==> config.mk <==
export PLATFORM = sky130hd
export DESIGN_NAME = lcd_pbus_bridge
export DESIGN_NICKNAME = d
export VERILOG_FILES = /design/src/rtl/lcd_pbus_pkg.sv /design/src/rtl/lcd_pbus_apb_dec.sv /design/src/rtl/lcd_pbus_seq.sv /design/src/rtl/lcd_pbus_flag.sv /design/src/rtl/lcd_pbus_bridge.sv
export SDC_FILE = /design/constraint.sdc
export NUM_CORES = 1
export LEC_CHECK = 0
export ABC_CLOCK_PERIOD_IN_PS = 2400
export BUFFER_PORTS_ARGS = -buffer_cell sky130_fd_sc_hd__buf_2
export CORE_MARGIN = 1
export CORE_UTILIZATION = 43
export CTS_CLUSTER_SIZE = 30
export DETAILED_ROUTE_END_ITERATION = 8
export GPL_ROUTABILITY_DRIVEN = 0
export HOLD_SLACK_MARGIN = 0.06
export PLACE_DENSITY = 0.79
export SETUP_SLACK_MARGIN = 0.1
export SYNTH_ARGS = -nofsm -noshare
export SYNTH_HDL_FRONTEND = slang
export SYNTH_SLANG_ARGS = --single-unit
==> constraint.sdc <==
create_clock -name clk -period 2.4 [get_ports clk]
set_clock_uncertainty 0.1 [all_clocks]
set_input_delay 0.36 -clock clk [delete_from_list [all_inputs] [get_ports clk]]
set_output_delay 0.36 -clock clk [all_outputs]
set_load 0.01 [all_outputs]
==> src/rtl/lcd_pbus_pkg.sv <==
package lcd_pbus_pkg;

    localparam int LCD_DW = 16;

    // word offsets (byte offset >> 2)
    localparam int WOFS_CMD  = 0;
    localparam int WOFS_DATA = 1;
    localparam int WOFS_FLAG = 2;

    typedef enum logic [2:0] {
        SQ_IDLE,
        SQ_SETUP,
        SQ_STROBE,
        SQ_HOLD,
        SQ_DONE
    } seq_state_e;

    typedef enum logic [1:0] {
        OP_CMD_WR,
        OP_DAT_WR,
        OP_DAT_RD
    } bus_op_e;

    typedef struct packed {
        bus_op_e           op;
        logic [LCD_DW-1:0] wdata;
    } bus_req_t;

    function automatic logic op_is_read(bus_op_e op);
        return op == OP_DAT_RD;
    endfunction

    function automatic logic op_is_data(bus_op_e op);
        return op != OP_CMD_WR;
    endfunction

endpackage

==> src/rtl/lcd_pbus_apb_dec.sv <==
module lcd_pbus_apb_dec
    import lcd_pbus_pkg::*;
#(
    parameter int ADDR_W = 12,
    parameter int DATA_W = 32
) (
    input  logic              psel,
    input  logic              penable,
    input  logic              pwrite,
    input  logic [ADDR_W-1:0] paddr,
    input  logic [DATA_W-1:0] pwdata,
    input  logic              seq_busy,
    input  logic              panel_busy,
    input  logic              flag,
    input  logic [LCD_DW-1:0] rd_latch,
    output logic              pready,
    output logic [DATA_W-1:0] prdata,
    output logic              start,
    output bus_req_t          req,
    output logic              flag_clr
);

    localparam int WORD_W = ADDR_W - 2;

    logic [WORD_W-1:0] word;
    logic              fire;
    logic              hit_cmd, hit_data, hit_flag;
    logic              unused_bits;

    assign word     = paddr[ADDR_W-1:2];
    assign hit_cmd  = (word == WORD_W'(WOFS_CMD));
    assign hit_data = (word == WORD_W'(WOFS_DATA));
    assign hit_flag = (word == WORD_W'(WOFS_FLAG));

    assign pready = !seq_busy;
    assign fire   = psel && penable && !seq_busy;

    assign start    = fire && (hit_data || (pwrite && hit_cmd));
    assign flag_clr = fire && pwrite && hit_flag && !pwdata[0];

    always_comb begin
        if (!pwrite)
            req.op = OP_DAT_RD;
        else if (hit_cmd)
            req.op = OP_CMD_WR;
        else
            req.op = OP_DAT_WR;
        req.wdata = pwdata[LCD_DW-1:0];
    end

    always_comb begin
        prdata = '0;
        if (hit_cmd)
            prdata[0] = panel_busy;
        else if (hit_data)
            prdata[LCD_DW-1:0] = rd_latch;
        else if (hit_flag)
            prdata[0] = flag;
    end

    assign unused_bits = ^{paddr[1:0], pwdata[DATA_W-1:LCD_DW]};

endmodule

==> src/rtl/lcd_pbus_seq.sv <==
module lcd_pbus_seq
    import lcd_pbus_pkg::*;
#(
    parameter int SETUP_CYC  = 2,
    parameter int STROBE_CYC = 3,
    parameter int HOLD_CYC   = 1
) (
    input  logic              clk,
    input  logic              rst,
    input  logic              start,
    input  bus_req_t          req,
    input  logic [LCD_DW-1:0] lcd_din,
    output logic              busy,
    output logic              done,
    output logic              lcd_cs_n,
    output logic              lcd_rs,
    output logic              lcd_wr_n,
    output logic              lcd_rd_n,
    output logic [LCD_DW-1:0] lcd_dout,
    output logic              lcd_doe,
    output logic [LCD_DW-1:0] rd_data
);

    localparam int LONG_A  = (SETUP_CYC > STROBE_CYC) ? SETUP_CYC : STROBE_CYC;
    localparam int LONGEST = (LONG_A > HOLD_CYC) ? LONG_A : HOLD_CYC;
    localparam int CNT_W   = (LONGEST > 1) ? $clog2(LONGEST) : 1;

    seq_state_e        state_q, state_d;
    logic [CNT_W-1:0]  cnt_q;
    bus_req_t          req_q;
    logic [LCD_DW-1:0] rdat_q;
    int                phase_len;
    logic              phase_end;
    logic              in_cycle;
    logic              is_rd;

    always_comb begin
        unique case (state_q)
            SQ_SETUP:  phase_len = SETUP_CYC;
            SQ_STROBE: phase_len = STROBE_CYC;
            SQ_HOLD:   phase_len = HOLD_CYC;
            default:   phase_len = 1;
        endcase
        phase_end = (cnt_q == CNT_W'(phase_len - 1));
    end

    always_comb begin
        state_d = state_q;
        unique case (state_q)
            SQ_IDLE:   if (start)     state_d = SQ_SETUP;
            SQ_SETUP:  if (phase_end) state_d = SQ_STROBE;
            SQ_STROBE: if (phase_end) state_d = SQ_HOLD;
            SQ_HOLD:   if (phase_end) state_d = SQ_DONE;
            SQ_DONE:                  state_d = SQ_IDLE;
            default:                  state_d = SQ_IDLE;
        endcase
    end

    always_ff @(posedge clk) begin
        if (rst) begin
            state_q <= SQ_IDLE;
            cnt_q   <= '0;
            req_q   <= '{op: OP_CMD_WR, wdata: '0};
            rdat_q  <= '0;
        end else begin
            state_q <= state_d;
            if (state_d != state_q || state_q == SQ_IDLE)
                cnt_q <= '0;
            else
                cnt_q <= cnt_q + 1'b1;
            if (state_q == SQ_IDLE && start)
                req_q <= req;
            if (state_q == SQ_STROBE && phase_end && op_is_read(req_q.op))
                rdat_q <= lcd_din;
        end
    end

    assign is_rd    = op_is_read(req_q.op);
    assign in_cycle = (state_q == SQ_SETUP) || (state_q == SQ_STROBE) || (state_q == SQ_HOLD);

    assign busy     = (state_q != SQ_IDLE);
    assign done     = (state_q == SQ_DONE);
    assign lcd_cs_n = !in_cycle;
    assign lcd_rs   = op_is_data(req_q.op);
    assign lcd_wr_n = !(state_q == SQ_STROBE && !is_rd);
    assign lcd_rd_n = !(state_q == SQ_STROBE && is_rd);
    assign lcd_dout = req_q.wdata;
    assign lcd_doe  = in_cycle && !is_rd;
    assign rd_data  = rdat_q;

endmodule

==> src/rtl/lcd_pbus_flag.sv <==
module lcd_pbus_flag (
    input  logic clk,
    input  logic rst,
    input  logic set,
    input  logic clr,
    output logic flag
);

    always_ff @(posedge clk) begin
        if (rst)
            flag <= 1'b0;
        else if (set)
            flag <= 1'b1;
        else if (clr)
            flag <= 1'b0;
    end

endmodule

==> src/rtl/lcd_pbus_bridge.sv <==
module lcd_pbus_bridge
    import lcd_pbus_pkg::*;
#(
    parameter int ADDR_W     = 12,
    parameter int DATA_W     = 32,
    parameter int SETUP_CYC  = 2,
    parameter int STROBE_CYC = 3,
    parameter int HOLD_CYC   = 1
) (
    input  logic              clk,
    input  logic              rst,
    input  logic              psel,
    input  logic              penable,
    input  logic              pwrite,
    input  logic [ADDR_W-1:0] paddr,
    input  logic [DATA_W-1:0] pwdata,
    output logic [DATA_W-1:0] prdata,
    output logic              pready,
    output logic              lcd_cs_n,
    output logic              lcd_rs,
    output logic              lcd_wr_n,
    output logic              lcd_rd_n,
    output logic [LCD_DW-1:0] lcd_dout,
    output logic              lcd_doe,
    input  logic [LCD_DW-1:0] lcd_din,
    input  logic              lcd_busy,
    output logic              irq
);

    logic              seq_busy, seq_done, start, flag_clr, flag;
    bus_req_t          req;
    logic [LCD_DW-1:0] rd_latch;

    lcd_pbus_apb_dec #(.ADDR_W(ADDR_W), .DATA_W(DATA_W)) u_dec (
        .psel(psel), .penable(penable), .pwrite(pwrite), .paddr(paddr),
        .pwdata(pwdata), .seq_busy(seq_busy), .panel_busy(lcd_busy),
        .flag(flag), .rd_latch(rd_latch), .pready(pready), .prdata(prdata),
        .start(start), .req(req), .flag_clr(flag_clr)
    );

    lcd_pbus_seq #(.SETUP_CYC(SETUP_CYC), .STROBE_CYC(STROBE_CYC), .HOLD_CYC(HOLD_CYC)) u_seq (
        .clk(clk), .rst(rst), .start(start), .req(req), .lcd_din(lcd_din),
        .busy(seq_busy), .done(seq_done), .lcd_cs_n(lcd_cs_n), .lcd_rs(lcd_rs),
        .lcd_wr_n(lcd_wr_n), .lcd_rd_n(lcd_rd_n), .lcd_dout(lcd_dout),
        .lcd_doe(lcd_doe), .rd_data(rd_latch)
    );

    lcd_pbus_flag u_flag (
        .clk(clk), .rst(rst), .set(seq_done), .clr(flag_clr), .flag(flag)
    );

    assign irq = flag;

endmodule

==> flow_metrics.tcl, run 1 <==
set metrics [dict create \
    result_of_the_run "finished, violations left" \
    violations "design-rule violations" \
    layout_min_cycle_time_ns 2.12 \
    fmaxAchievable_ghz 0.472 \
    pin_count_of_the_biggest_net_entering_global_routing 25 \
    sequential_share_of_the_synthesized_area_pct 39.4 \
    worstPathArrival_ns 1.66 \
    timing.hold.worst_endpoint "u_seq.rd_data[11]" \
    ctsLongestPathBuffers 2 \
    crit_chain "buf_2 > nor4_2 > and4b_1 > buf_4 > and2_1 > buf_2" \
    final_ant_viol_nets 0 \
    r2r_setup_slack_ns 0.63 \
    overall_die_area_um2 5010 \
    first_global_vias 1447 \
    gr-usage-met1_pct 20.3 \
    min-delay-start "lcd_din[11]" \
    route.vias.total 1657 \
    hpwlAfterDp_um 2810 \
    timing.hold.worst.class "in2reg" \
    cts-root-buf "clkbuf_8" \
    clk_pin_slew_worst_paths_ns 0.07 \
    multiplexer_area_fraction_after_synthesis_pct 8.86 \
    worst_skew_pair.late_latency_ns 0.28 \
    crit_path_start_kind "primary input" \
    drt-wirelength-per-cell_um 11.1 \
    synth_async_sr_flop_share_pct 0 \
    final_layout_size_suffix_gt1_share_pct 37.3 \
    synth_enable_flop_cells 0 \
    post-layout-total-power_mw 1.18 \
    setup.worst_path.class "in2out" \
    most-common-layout-cells "buf_2, dfxtp_1, nand2_1, nor2_1, mux2i_1" \
    timing.setup.tns_ns 0 \
    cts-buffers-inserted 5 \
    xor_xnor_fraction_of_synth_area_pct 0.431 \
    cp-end-kind "output port" \
    crit_path_max_incr_delay_ns 0.48 \
    tritoncts_num_sinks 40 \
    design.core.area_um2 4440 \
    synth_top_family_by_area "simple AND/OR/NAND/NOR gates" \
    dieWidth_um 70.8 \
    worst_r2r_endpoint "u_seq.cnt_q[0]" \
    finalSetupViolations 0 \
    finalHoldViolCount 0 \
    regArea_um2 801 \
    ys_seq_elements 40 \
    buffer_ports.inserted 86 \
    final_min_period_over_clock_period_pct 88.2 \
    yosys.area.top_type "dfxtp_1" \
    synth.yosys.warnings 0 \
    fin_nets 365 \
    most_common_cell_after_layout_fill_and_taps_aside "buf_2" \
    final_cell_area_um2 2390 \
    power.density_nw_per_um2 495 \
    reg2regPathDepth 4 \
    maximum_resistive_drop_on_vdd_mv 0.327 \
    complex_gate_fraction_of_the_synthesized_area_pct 8.86 \
    fp-row-count 24 \
    detailedRoute.firstPassIterationCount 6 \
    vias_per_cell 4.71 \
    drc_marker_count_from_the_first_detailed_route_iteration 102 \
    cts_post_setup_buffers_inserted 0 \
    grt_antenna_before_repair 0 \
    grtUsageTotal_pct 16.5 \
    data_required_time_of_the_critical_path_ns 1.94 \
    timing.critical_path.slowest_stage_cell "nor4_2" \
    grt_setup_unrepaired "false" \
    groute.layer.met3.usage_pct 4.70 \
    initial_core_utilization_pct 45.7 \
    synthDominantCellAreaShare_pct 39.4 \
    global_route_wire_length_before_repair_um 6470 \
    chipHeight_um 70.8 \
    synth_simple_gate_area_share_pct 26.6 \
    multi_input_comb_area_um2 971 \
    globalRoute.totalOverflow 0 \
    critPathMaxFanout 16 \
    synth_top_flop_cell "dfxtp_1" \
    use_met2_pct 27.6 \
    num_antenna_cells 0 \
    finalHoldWorstSlack_ns 0.206 \
    layout.cells.non_filler 352 \
    top_level_ports 121 \
    worst-slew-pin-transition_ns 0.557 \
    areaGrowthSynthToFinish_pct 17.6 \
    syn_inst 230 \
    cp_common_cell "buf_2" \
    post_synth.cell_area_avg_um2 8.84 \
    syn_area_um2 2030 \
    busiest_layer "met2" \
    hold-path-cell-count 3 \
    static-leakage-power_nw 1.20 \
    synth_cell_types 39 \
    timing.max_cap.violations 0 \
    drc_errors 18 \
    cts_tree "built" \
    cts_max_level 2 \
    final.fill_count 431 \
    post_cts_resized 0 \
    post_dp_cell_area_um2 2300 \
    slew_viol_final 0 \
    synth_adder_area_share_pct 0 \
    dp_cells 344 \
    cts.hold.buffers_added 0 \
    rr_startpoint "u_seq.state_q[1]" \
    worst_slew_margin_rel_pct 61.9 \
    synth.top_cells.by_area "dfxtp_1, buf_4, mux2i_1, nand2_1, and2_1" \
    detail_route.wirelength_um 3890 \
]
[cells by family (layout without fill, tap and decap cells)]
kind of cell	count (synthesis)	after routing
buffers and inverters	44	99
multiplexers	18	18
flip-flops	40	40
XOR/XNOR	1	1
other	1	16
AND/OR/NAND/NOR	101	101
AO/OA/AOI/OAI	25	25
[layer usage]
| layer | share of wire (%) | up-vias |
|---|---|---|
| li1 | - | 856 |
| met5 | 0 | - |
| met2 | 47 | 68 |
| met3 | 6.6 | 2 |
| met4 | 0.72 | 0 |
| met1 | 45 | 731 |
[cell usage after synthesis (2+ instances only)]
| cell type | number |
|---|---|
| nor2b_1 | 2 |
| nor4_2 | 2 |
| and2_1 | 15 |
| nand2_1 | 35 |
| buf_4 | 32 |
| a21oi_1 | 9 |
| clkbuf_1 | 5 |
| nand2b_1 | 4 |
| mux2i_1 | 18 |
| or2_2 | 2 |
| buf_6 | 4 |
| nand3b_1 | 2 |
| a21oi_2 | 9 |
| dfxtp_1 | 40 |
| nor2_1 | 23 |
| nor3_1 | 5 |
[power breakdown]
part           internal (mW)  leakage (nW)  switching, mW
sequential             0.663         0.322      0.0000697
combinational         0.0345         0.832         0.0419
clock                  0.234        0.0455          0.209
total                  0.932          1.20          0.250
[worst max path at each step]
| stage | startpoint | to | slack, ns | cells past startpoint |
|---|---|---|---|---|
| final | paddr[5] | prdata[13] | 0.28 | 6 |
| after global routing | paddr[5] | prdata[12] | 0.19 | 6 |
| after CTS | paddr[5] | prdata[13] | 0.31 | 6 |
| after detailed placement | paddr[5] | prdata[14] | 0.32 | 6 |
| after global placement | paddr[5] | prdata[9] | 0.32 | 6 |
| after floorplan | paddr[5] | prdata[10] | 0.56 | 4 |
[metrics by stage]
stage	utilization, %	setup slack, ns
6_report	53.8	0.283
2_1_floorplan	-	0.563
5_1_grt	53.8	0.193
3_5_place_dp	51.8	0.318
4_1_cts	53.8	0.312
3_3_place_gp	51.8	0.322
[state kept, by name, summed over array words and instances, names as in the netlist]
register        flops
u_seq.state_q       3
u_flag.flag         1
u_seq.req_q         2
u_seq.cnt_q         2
u_seq.lcd_dout     16
u_seq.rd_data      16
[area by class of cell]
| cell class | count | share of cell area [%] |
|---|---|---|
| multi-input combinational | 161 | 40.6 |
| sequential | 40 | 33.5 |
| timing repair buffer | 90 | 19.3 |
| clock buffer | 8 | 3.77 |
| tap | 52 | 2.72 |
| inverter | 1 | 0.157 |
[worst max-delay path: cells and delay by family]
family / cells / cell delay, ns
simple gates: 3 / 0.88
buf+inv: 3 / 0.41
Power figures use the tool's default switching activity.
==> run 2, diff against run 1 <==
CORE_ASPECT_RATIO = 0.7   (was not set)
==> run 2 against run 1 <==
Effect of this change: the run still ends with design-rule violations left; fmax is 1.6% higher; design area is 2.0% higher; final cell count is 1.1% higher; largest power group unchanged; highest routed layer unchanged; hold slack worse by 0.0059 ns; critical path depth is 1 lower; count of clock-buffer cells in the layout is 1 lower; flip-flop and latch count stayed put; first-iteration DRC count is 42% lower; setup slack better by 0.034 ns.
==> flow_metrics.tcl, run 2 (synthesis results as in run 1) <==
set metrics [dict create \
    setup.worst_path.class "in2out" \
    maximum_resistive_drop_on_vdd_mv 0.266 \
    static-leakage-power_nw 1.22 \
    timing.critical_path.slowest_stage_cell "and4b_1" \
    cts_tree "built" \
    layout.cells.non_filler 356 \
    critical_path.startpoint "paddr[5]" \
    route.vias.total 1668 \
    most_common_cell_after_layout_fill_and_taps_aside "buf_2" \
    worst-slew-pin-transition_ns 0.579 \
    cts.hold.buffers_added 0 \
    worst_slew_margin_rel_pct 60.4 \
    globalRoute.totalOverflow 0 \
    hpwlAfterDp_um 2910 \
    worstPathArrival_ns 1.62 \
    grt_antenna_before_repair 0 \
    power.density_nw_per_um2 546 \
    dieWidth_um 84.2 \
    crit_chain "buf_2 > nor4_2 > and4b_1 > and2_1 > buf_2" \
    min-delay-start "lcd_din[5]" \
    seq_power_share_pct 49.8 \
    timing.setup.tns_ns 0 \
    crit_path_max_incr_delay_ns 0.51 \
    power.share.combinational_pct 5.9 \
    ctsLongestPathBuffers 2 \
    overall_die_area_um2 5010 \
    hold-path-cell-count 3 \
    buffer_ports.inserted 86 \
    data_required_time_of_the_critical_path_ns 1.94 \
    areaGrowthSynthToFinish_pct 19.9 \
    switching_share_pct 20.0 \
    timing.max_cap.violations 0 \
    crit_path_start_kind "primary input" \
    slew_viol_final 0 \
    final_ant_viol_nets 0 \
    fmaxAchievable_ghz 0.480 \
    critPathMaxFanout 16 \
    detail_route.wirelength_um 4010 \
    pin_count_of_the_biggest_net_entering_global_routing 40 \
    num_antenna_cells 0 \
    drt-wirelength-per-cell_um 11.3 \
    tritoncts_num_sinks 40 \
    fin_nets 366 \
    net-switching-power_mw 0.266 \
    cts_post_setup_buffers_inserted 0 \
    placement.setup.worst_slack_ns 0.278 \
    dp_cells 348 \
    detailedRoute.firstPassIterationCount 6 \
    power_report.internal_total_mw 1.07 \
    global_route_wire_length_before_repair_um 6550 \
    worst_skew_pair.late_latency_ns 0.28 \
    cp-end-kind "output port" \
    cp_common_cell "buf_2" \
    cts_max_level 2 \
    top_level_ports 121 \
    final_min_period_over_clock_period_pct 86.8 \
    most-common-layout-cells "buf_2, dfxtp_1, nand2_1, nor2_1, mux2i_1" \
    grtUsageTotal_pct 16.9 \
    fp-row-count 20 \
    first_global_vias 1481 \
    design.core.area_um2 4430 \
    initial_core_utilization_pct 45.9 \
    layout_min_cycle_time_ns 2.08 \
    final_layout_size_suffix_gt1_share_pct 38.2 \
    post_cts_resized 0 \
    power.share.clock_pct 44.3 \
    violations "design-rule violations" \
    chipHeight_um 59.5 \
    drc_marker_count_from_the_first_detailed_route_iteration 59 \
    rr_startpoint "u_seq.state_q[1]" \
    final.fill_count 431 \
    finalHoldViolCount 0 \
    reg2regPathDepth 4 \
    clk_pin_slew_worst_paths_ns 0.07 \
    timing.hold.worst.class "in2reg" \
    timing.final.ws_setup_ns 0.317 \
    grt_setup_unrepaired "false" \
    cts-buffers-inserted 5 \
    vias_per_cell 4.69 \
    finalSetupViolations 0 \
    result_of_the_run "finished, violations left" \
    cts-root-buf "clkbuf_8" \
    drc_errors 16 \
]
## run 2: stage by stage
| stage | area (um^2) | hold WS [ns] | util, % | total power, mW |
|---|---|---|---|---|
| after global placement | 2310 | 0.335 | 52.2 | 0.756 |
| final | 2440 | 0.200 | 55.1 | 1.33 |
| after detailed placement | 2310 | 0.345 | 52.2 | 0.757 |
| after floorplan | 2090 | 0.332 | - | 0.728 |
| after global routing | 2440 | 0.192 | 55.1 | 1.39 |
| after CTS | 2440 | 0.190 | 55.1 | 1.35 |
## run 2: metal layers
layer  vias up  share of wire [%]  GRT usage, %
li1        853                  -             -
met1       742                 48          21.3
met5         -                  0             0
met3         6                9.0          5.43
met2        67                 42          27.2
met4         0               0.95          6.65
## run 2: final cells by class
class / instances / area [um^2] / share of cell area, %
inverter: 1 / 3.75 / 0.154
sequential: 40 / 801 / 32.8
clock buffer: 7 / 96.3 / 3.95
clock inverter: 1 / 30.0 / 1.23
timing repair buffer: 91 / 468 / 19.2
tap: 55 / 68.8 / 2.82
multi-input combinational: 161 / 971 / 39.8
## run 2: final timing paths
check | endpoint | slack, ns
setup / recovery | prdata[5] | 0.32
hold / removal | u_seq.rd_data[5] | 0.20
setup reg to reg | u_seq.cnt_q[0] | 0.61
hold reg to reg | u_seq.lcd_dout[4] | 0.35
## run 2: power groups by stage
stage	clock [mW]	combinational, mW	sequential (mW)
floorplan	0	0.0495	0.679
global placement	0	0.0772	0.679
detailed placement	0	0.0778	0.679
CTS	0.610	0.0783	0.663
global route	0.637	0.0867	0.663
finish	0.590	0.0784	0.663
## run 2: worst max-delay path: cells and delay by family
kind	cells	cell delay (ns)
buffers and inverters	2	0.23
AND/OR/NAND/NOR	3	1.03
